[config.mk]
export PLATFORM = sky130hd
export DESIGN_NAME = sor2_matcher
export DESIGN_NICKNAME = d
export VERILOG_FILES = /design/src/rtl/sor2_pkg.sv /design/src/rtl/sor2_chain.sv /design/src/rtl/sor2_pairgen.sv /design/src/rtl/sor2_matcher.sv
export SDC_FILE = /design/constraint.sdc
export NUM_CORES = 1
export LEC_CHECK = 0
export BUFFER_PORTS_ARGS = -buffer_cell sky130_fd_sc_hd__buf_2
export CAP_MARGIN = 20
export CORE_AREA = 8 8 47 49
export CTS_BUF_LIST = sky130_fd_sc_hd__clkbuf_4
export DETAILED_ROUTE_END_ITERATION = 16
export DIE_AREA = 0 0 55 57
export PLACE_DENSITY = 0.71
export RECOVER_POWER = 25
export SYNTH_ARGS = -nofsm -noshare
export SYNTH_HDL_FRONTEND = slang
export SYNTH_SLANG_ARGS = --single-unit
[constraint.sdc]
create_clock -name clk -period 1 [get_ports clk]
set_input_delay 0 -clock clk [delete_from_list [all_inputs] [get_ports clk]]
set_output_delay 0 -clock clk [all_outputs]
set_load 0.05 [all_outputs]
[src/rtl/sor2_pkg.sv]
package sor2_pkg;

  typedef logic [7:0] byte_t;

  // One shift-or cell: a prefix survives only if the upstream prefix
  // survived and this symbol compares equal (0 means "still matching").
  function automatic logic or_stage(logic upstream, logic miss);
    return upstream | miss;
  endfunction

endpackage

[src/rtl/sor2_chain.sv]
module sor2_chain
  import sor2_pkg::*;
#(
  parameter int N = 3
) (
  input  logic         clk,
  input  logic         rst_n,
  input  logic         en,
  input  logic         seed,
  input  logic [N-1:0] miss,
  output logic         hit
);

  // nxt[k] is the prefix state after consuming the current symbol
  logic [N-1:0] nxt;

  generate
    if (N == 1) begin : g_single
      assign nxt[0] = or_stage(seed, miss[0]);
    end else begin : g_multi
      logic [N-2:0] st_q;

      assign nxt[0] = or_stage(seed, miss[0]);
      for (genvar k = 1; k < N; k++) begin : g_stage
        assign nxt[k] = or_stage(st_q[k-1], miss[k]);
      end

      always_ff @(posedge clk or negedge rst_n) begin
        if (!rst_n)  st_q <= '1;
        else if (en) st_q <= nxt[N-2:0];
      end
    end
  endgenerate

  assign hit = ~nxt[N-1];

endmodule

[src/rtl/sor2_pairgen.sv]
module sor2_pairgen
  import sor2_pkg::*;
(
  input  logic  clk,
  input  logic  rst_n,
  input  logic  en,
  input  byte_t late_byte,
  output byte_t prev_q,
  output logic  primed_q
);

  always_ff @(posedge clk or negedge rst_n) begin
    if (!rst_n) begin
      prev_q   <= '0;
      primed_q <= 1'b0;
    end else if (en) begin
      prev_q   <= late_byte;
      primed_q <= 1'b1;
    end
  end

endmodule

[src/rtl/sor2_matcher.sv]
module sor2_matcher
  import sor2_pkg::*;
#(
  parameter int               PAT_LEN = 5,
  parameter logic [8*PAT_LEN-1:0] PATTERN = 40'h63_61_62_61_61
) (
  input  logic       clk,
  input  logic       rst_n,
  input  logic       in_valid,
  input  logic [7:0] in_lane0,
  input  logic [7:0] in_lane1,
  output logic       hit_lane0,
  output logic       hit_lane1
);

  localparam int  NSYM   = (PAT_LEN + 1) / 2;
  localparam bit  ODD    = (PAT_LEN % 2) == 1;
  localparam int  NB     = ODD ? NSYM - 1 : NSYM;

  generate
    if (PAT_LEN < 2) begin : g_bad_len
      $error("sor2_matcher: PAT_LEN must be at least 2");
    end
  endgenerate

  // pattern byte idx (0-based, first pattern byte at idx 0)
  function automatic byte_t pat_byte(int idx);
    return PATTERN[8*idx +: 8];
  endfunction

  // mismatch bit of pair symbol i (0-based) against the pair (b0,b1);
  // the wildcard second byte of an odd-length tail is never compared
  function automatic logic miss_bit(int i, byte_t b0, byte_t b1);
    logic m0;
    m0 = (b0 != pat_byte(2*i));
    if (ODD && i == NSYM - 1) return m0;
    return m0 | (b1 != pat_byte(2*i + 1));
  endfunction

  // previous lane-1 byte, priming flag
  byte_t prev_byte;
  logic  primed;

  sor2_pairgen u_pairgen (
    .clk      (clk),
    .rst_n    (rst_n),
    .en       (in_valid),
    .late_byte(in_lane1),
    .prev_q   (prev_byte),
    .primed_q (primed)
  );

  // aligned chain: pair (lane0, lane1)
  logic [NSYM-1:0] miss_a;
  logic            hit_a;

  // straddling chain: pair (previous lane1, lane0)
  logic [NB-1:0]   miss_b;
  logic            hit_b;
  logic            seed_b;

  generate
    for (genvar i = 0; i < NSYM; i++) begin : g_miss_a
      assign miss_a[i] = miss_bit(i, in_lane0, in_lane1);
    end
    for (genvar i = 0; i < NB; i++) begin : g_miss_b
      assign miss_b[i] = miss_bit(i, prev_byte, in_lane0);
    end
  endgenerate

  // until one byte is held, the straddling chain sees no starting prefix
  assign seed_b = ~primed;

  sor2_chain #(.N(NSYM)) u_chain_a (
    .clk  (clk),
    .rst_n(rst_n),
    .en   (in_valid),
    .seed (1'b0),
    .miss (miss_a),
    .hit  (hit_a)
  );

  sor2_chain #(.N(NB)) u_chain_b (
    .clk  (clk),
    .rst_n(rst_n),
    .en   (in_valid),
    .seed (seed_b),
    .miss (miss_b),
    .hit  (hit_b)
  );

  generate
    if (ODD) begin : g_odd_out
      // the straddling chain's tail is a half pair: only lane1 remains
      logic tail_eq;
      assign tail_eq   = (in_lane1 == pat_byte(PAT_LEN - 1));
      assign hit_lane0 = in_valid & hit_a;
      assign hit_lane1 = in_valid & hit_b & tail_eq;
    end else begin : g_even_out
      assign hit_lane0 = in_valid & hit_b;
      assign hit_lane1 = in_valid & hit_a;
    end
  endgenerate

endmodule

* Yosys cells after proc, flatten, opt, wreduce, memory -nomap -nowiden
Cells that the tools add are included. Widths: inputs -> output; s select.
Operators by class: eq/ne operators 7, bitwise operators 14
Operators by type and width (number):
- $ne 8x7->1 const B | 6
- $eq 8x7->1 const B | 1
- $or 1x1->1 | 8
- $and 1x1->1 | 3
- $not 1->1 | 3
Word-level totals: register bits after elaboration 12, input bits 19, output and inout bits 2, logic and storage cells 25

* Longest topological paths before layout
depth in word-level cells 6, gate-level depth with buffers 3, mapped depth without buffers 3

* By module
Synthesis repeated with hierarchy kept, for this count alone.
Unflattened totals: cell total of the unflattened synthesis 53, area total of the unflattened synthesis 661.9 um2
By module, submodules not included:
- sor2_pairgen | instances 1, cells an instance 19, area each 362.8 um2, sequential area each 225.2 um2
- sor2_matcher | instances 1, cells an instance 20, area each 175.2 um2, sequential area each 0.0 um2
- sor2_chain (u_chain_a) | instances 1, cells an instance 9, area each 81.3 um2, sequential area each 52.6 um2
- sor2_chain (u_chain_b) | instances 1, cells an instance 5, area each 42.5 um2, sequential area each 26.3 um2

* Worst setup path after synthesis
OpenSTA, ideal clock, no wires.
path type reg-to-output, from reg u_pairgen.prev_q[0], to out hit_lane1, data arrival time 2305 ps, required time 1000 ps, slack -1305 ps, stages on the path, launching flop included 3, buffers on the path 0, path through dfrtp_1 -> or4bb_1 -> nor4_1
On the way: word-level cells in the longest chain between the ends 6
Ends and longest elaborated chain:
- start, declared | line sor2_pairgen.sv:8 | output byte_t prev_q,
- start signal, assigned | line sor2_pairgen.sv:17 | prev_q <= late_byte;
- $ne 8x7->1 | line sor2_matcher.sv:35 | m0 = (b0 != pat_byte(2*i));
- $or 1x1->1 | line sor2_matcher.sv:37 | return m0 | (b1 != pat_byte(2*i + 1));
- $or 1x1->1 | line sor2_pkg.sv:8 | return upstream | miss;
- $not 1->1 | line sor2_chain.sv:35 | assign hit = ~nxt[N-1];
- $and 1x1->1 (2 in series) | line sor2_matcher.sv:98 | assign hit_lane1 = in_valid & hit_b & tail_eq;
- end, declared | line sor2_matcher.sv:13 | output logic hit_lane1
No other way between the ends.

* Worst setup path after layout
from reg u_pairgen.prev_q[2], to out hit_lane1
The elaborated chain is that of the path after synthesis.

==> results.sh <==
export IMPL_wl_met1_um=613
export IMPL_outcome="finished, violations left"
export IMPL_slowest_delay_ns=0.39
export IMPL_finalSetupTns_ns=-0.973
export IMPL_maxCapViolations=0
export IMPL_yosysSeqAreaShare_pct=52.8
export IMPL_die_area_um2=3140
export IMPL_dr_max_layer_used="met4"
export IMPL_drtIter0Drc=6
export IMPL_diodes=0
export IMPL_wl_met3_um=133
export IMPL_gp_congestion=0.672
export IMPL_postRouteAntennaNets=0
export IMPL_end_kind="output port"
export IMPL_syn_nets=61
export IMPL_vias=501
export IMPL_power_density_nw_per_um2=1150
export IMPL_start_kind="flop"
export IMPL_clockBufferDepth=2
export IMPL_port_buffers=20
export IMPL_synth_cell_types=18
export IMPL_root_buffer="clkbuf_4"
export IMPL_die_y_um=57
export IMPL_cp_max_fo=2
export IMPL_critical_path_class="reg -> out"
export IMPL_report_final_hold_viol_count=0
export IMPL_r2r_start="u_pairgen.prev_q[2]$_DFFE_PN0P_"
export IMPL_rows=15
export IMPL_maxSlewHeadroom_pct=56.4
export IMPL_clock_sinks=12
export IMPL_totalPowerFinal_mw=1.06
export IMPL_initial_core_util_pct=36.5
export IMPL_p_leak_nw=0.430
export IMPL_cts_clk_slew_worst_paths_ns=0.07
export IMPL_place_area_um2=781
export IMPL_cts_buffers=3
export IMPL_final_nets=101
export IMPL_setup_violations_final=3
export IMPL_timing_final_crit_share_pct=160
export IMPL_grt_antenna_before_repair=0
export IMPL_postSynthCellCount=42
export IMPL_coreArea_um2=1580
export IMPL_track_usage_pct=10.0
export IMPL_rsz0062_at_grt="yes"
export IMPL_cp_slowest_cell="dfrtp_1"
export IMPL_maxSlewViolCount=0
export IMPL_hp_start="in_lane1[2]"
export IMPL_cp_cell_sequence="nor4b_2 -> nand3b_1 -> nor4_4 -> buf_6"
export IMPL_fin_ws_ns=-0.598
export IMPL_skew_ns=0.00620
export IMPL_place_ws_ns=-0.378
export IMPL_wl_per_cell_um=14.7
export IMPL_arrival_ns=1.60
export IMPL_finish_utilization_pct=58.8
export IMPL_route_detailed_drc=0
export IMPL_startpoint="u_pairgen.prev_q[2]$_DFFE_PN0P_"
export IMPL_critPathRequiredTime_ns=1.00
export IMPL_drive_gt1_share_pct=63.0
export IMPL_syn_to_final_growth_pct=61.1
export IMPL_vdd_drop_max_mv=0.768
export IMPL_drt_wl_total_um=1440
export IMPL_dr_wl_met2_um=683
export IMPL_violations="setup timing"
export IMPL_postLayoutCellArea_um2=927
export IMPL_grt_pass1_vias=537
export IMPL_via_per_inst=5.11
export IMPL_drt_pass1_iterations=4
export IMPL_synth_area_um2=576
export IMPL_max_freq_mhz=626
export IMPL_grt_pass1_wl_um=2330
export IMPL_hp_class="in -> reg"
export IMPL_cts_tree="yes"
export IMPL_clkLatencyLatePin_ns=0.27
export IMPL_ioPinCount=21
export IMPL_fin_crit_ns=1.60
export IMPL_die_x_um=55
export IMPL_worst_slew_pin_slew_ns=0.654
export IMPL_h_tree_depth=1
export IMPL_yosys_warnings=0
export IMPL_grt_overflow=0
export IMPL_syn_area_per_cell_um2=13.7
export IMPL_grt_max_degree=13
export IMPL_ys_seq_elements=12
[cell usage after synthesis (all sizes together)]
library cell | count | share of area [%]
buf | 1 | 0.87
mux2 | 8 | 16
nand3b | 1 | 1.3
or4bb | 1 | 2.0
nand2 | 2 | 1.3
or2 | 2 | 2.2
nor2 | 1 | 0.65
o31a | 1 | 1.5
nor4 | 1 | 1.1
nand4b | 2 | 4.1
dfstp | 3 | 14
dfrtp | 9 | 39
nand4 | 2 | 2.2
nor4b | 4 | 8.7
nor2b | 2 | 2.2
o32a | 2 | 3.5
[through the flow]
step,cells,hold slack (ns)
6_report,98,0.0723
5_1_grt,98,0.0644
4_1_cts,97,0.0643
3_5_place_dp,85,-0.105
3_3_place_gp,85,-0.113
2_1_floorplan,42,-0.296
[report_power, final]
group	switching [mW]	internal, mW	total, mW
combinational	0.0670	0.118	0.185
sequential	0.0216	0.518	0.540
clock	0.157	0.181	0.339
[path summary, 6_finish.rpt]
check,cells after the start,endpoint,slack (ns)
min in group asynchronous,2,u_pairgen.prev_q[3]$_DFFE_PN0P_,0.26
worst min register to register,1,u_pairgen.primed_q$_DFFE_PN0P_,0.49
worst max-delay path,4,hit_lane1,-0.60
worst max register to register,4,u_chain_b.g_multi.st_q$_DFFE_PN1P_,-0.31
worst min-delay path,3,u_pairgen.prev_q[2]$_DFFE_PN0P_,0.07
max in group asynchronous,2,u_pairgen.prev_q[5]$_DFFE_PN0P_,0.32
[layout by cell type, fill, tap and decap left out, types with 2 or more instances in the layout]
master	netlist	final
buf_2	1	15
dfstp_2	3	3
dlygate4sd3_1	0	7
o32a_1	2	2
buf_4	0	9
buf_6	0	4
or2_2	2	2
nand4_1	2	2
clkbuf_4	0	4
dfrtp_1	9	9
nor2b_1	2	2
nor4b_4	1	2
mux2_2	8	8
[sequential cells by signal, summed over array words and instances, names as in the netlist]
register	count
u_chain_a.g_multi.st_q	2
u_chain_b.g_multi.st_q	1
u_pairgen.prev_q	8
u_pairgen.primed_q	1
[layer usage]
metal | track usage, % | vias up
li1 | - | 240
met4 | 5.15 | 0
met1 | 13.3 | 242
met5 | 0 | -
met2 | 13.8 | 17
met3 | 3.38 | 2
[what timing repair did]
item                                   CTS  global route
hold buffers                             7             0
gates resized for setup                  8             0
pin swaps                                4             1
endpoints found under the hold margin   18             0
setup endpoints to repair                3             3
buffers inserted                         1             1
[final cells by class]
| type | instances | area [um2] |
|---|---|---|
| tap | 17 | 21.3 |
| sequential | 12 | 304 |
| fill | 136 | 649 |
| timing repair buffer | 36 | 262 |
| multi-input combinational | 29 | 310 |
| clock buffer | 4 | 30.0 |
[cell families (layout without fill, tap and decap cells)]
logic type | count (synthesis) | in the layout | synth area share, %
multiplexers | 8 | 8 | 15.7
AO/OA/AOI/OAI | 3 | 3 | 5.00
buffers and inverters | 1 | 40 | 0.869
AND/OR/NAND/NOR | 18 | 18 | 25.7
flip-flops | 12 | 12 | 52.8
[worst max-delay path: cells and delay by family (launching register included)]
family                 cells  cell delay, ns
and+or+nand+nor            3            0.75
buffers and inverters      1            0.19
DFF                        1            0.39
Power figures use the tool's default switching activity.
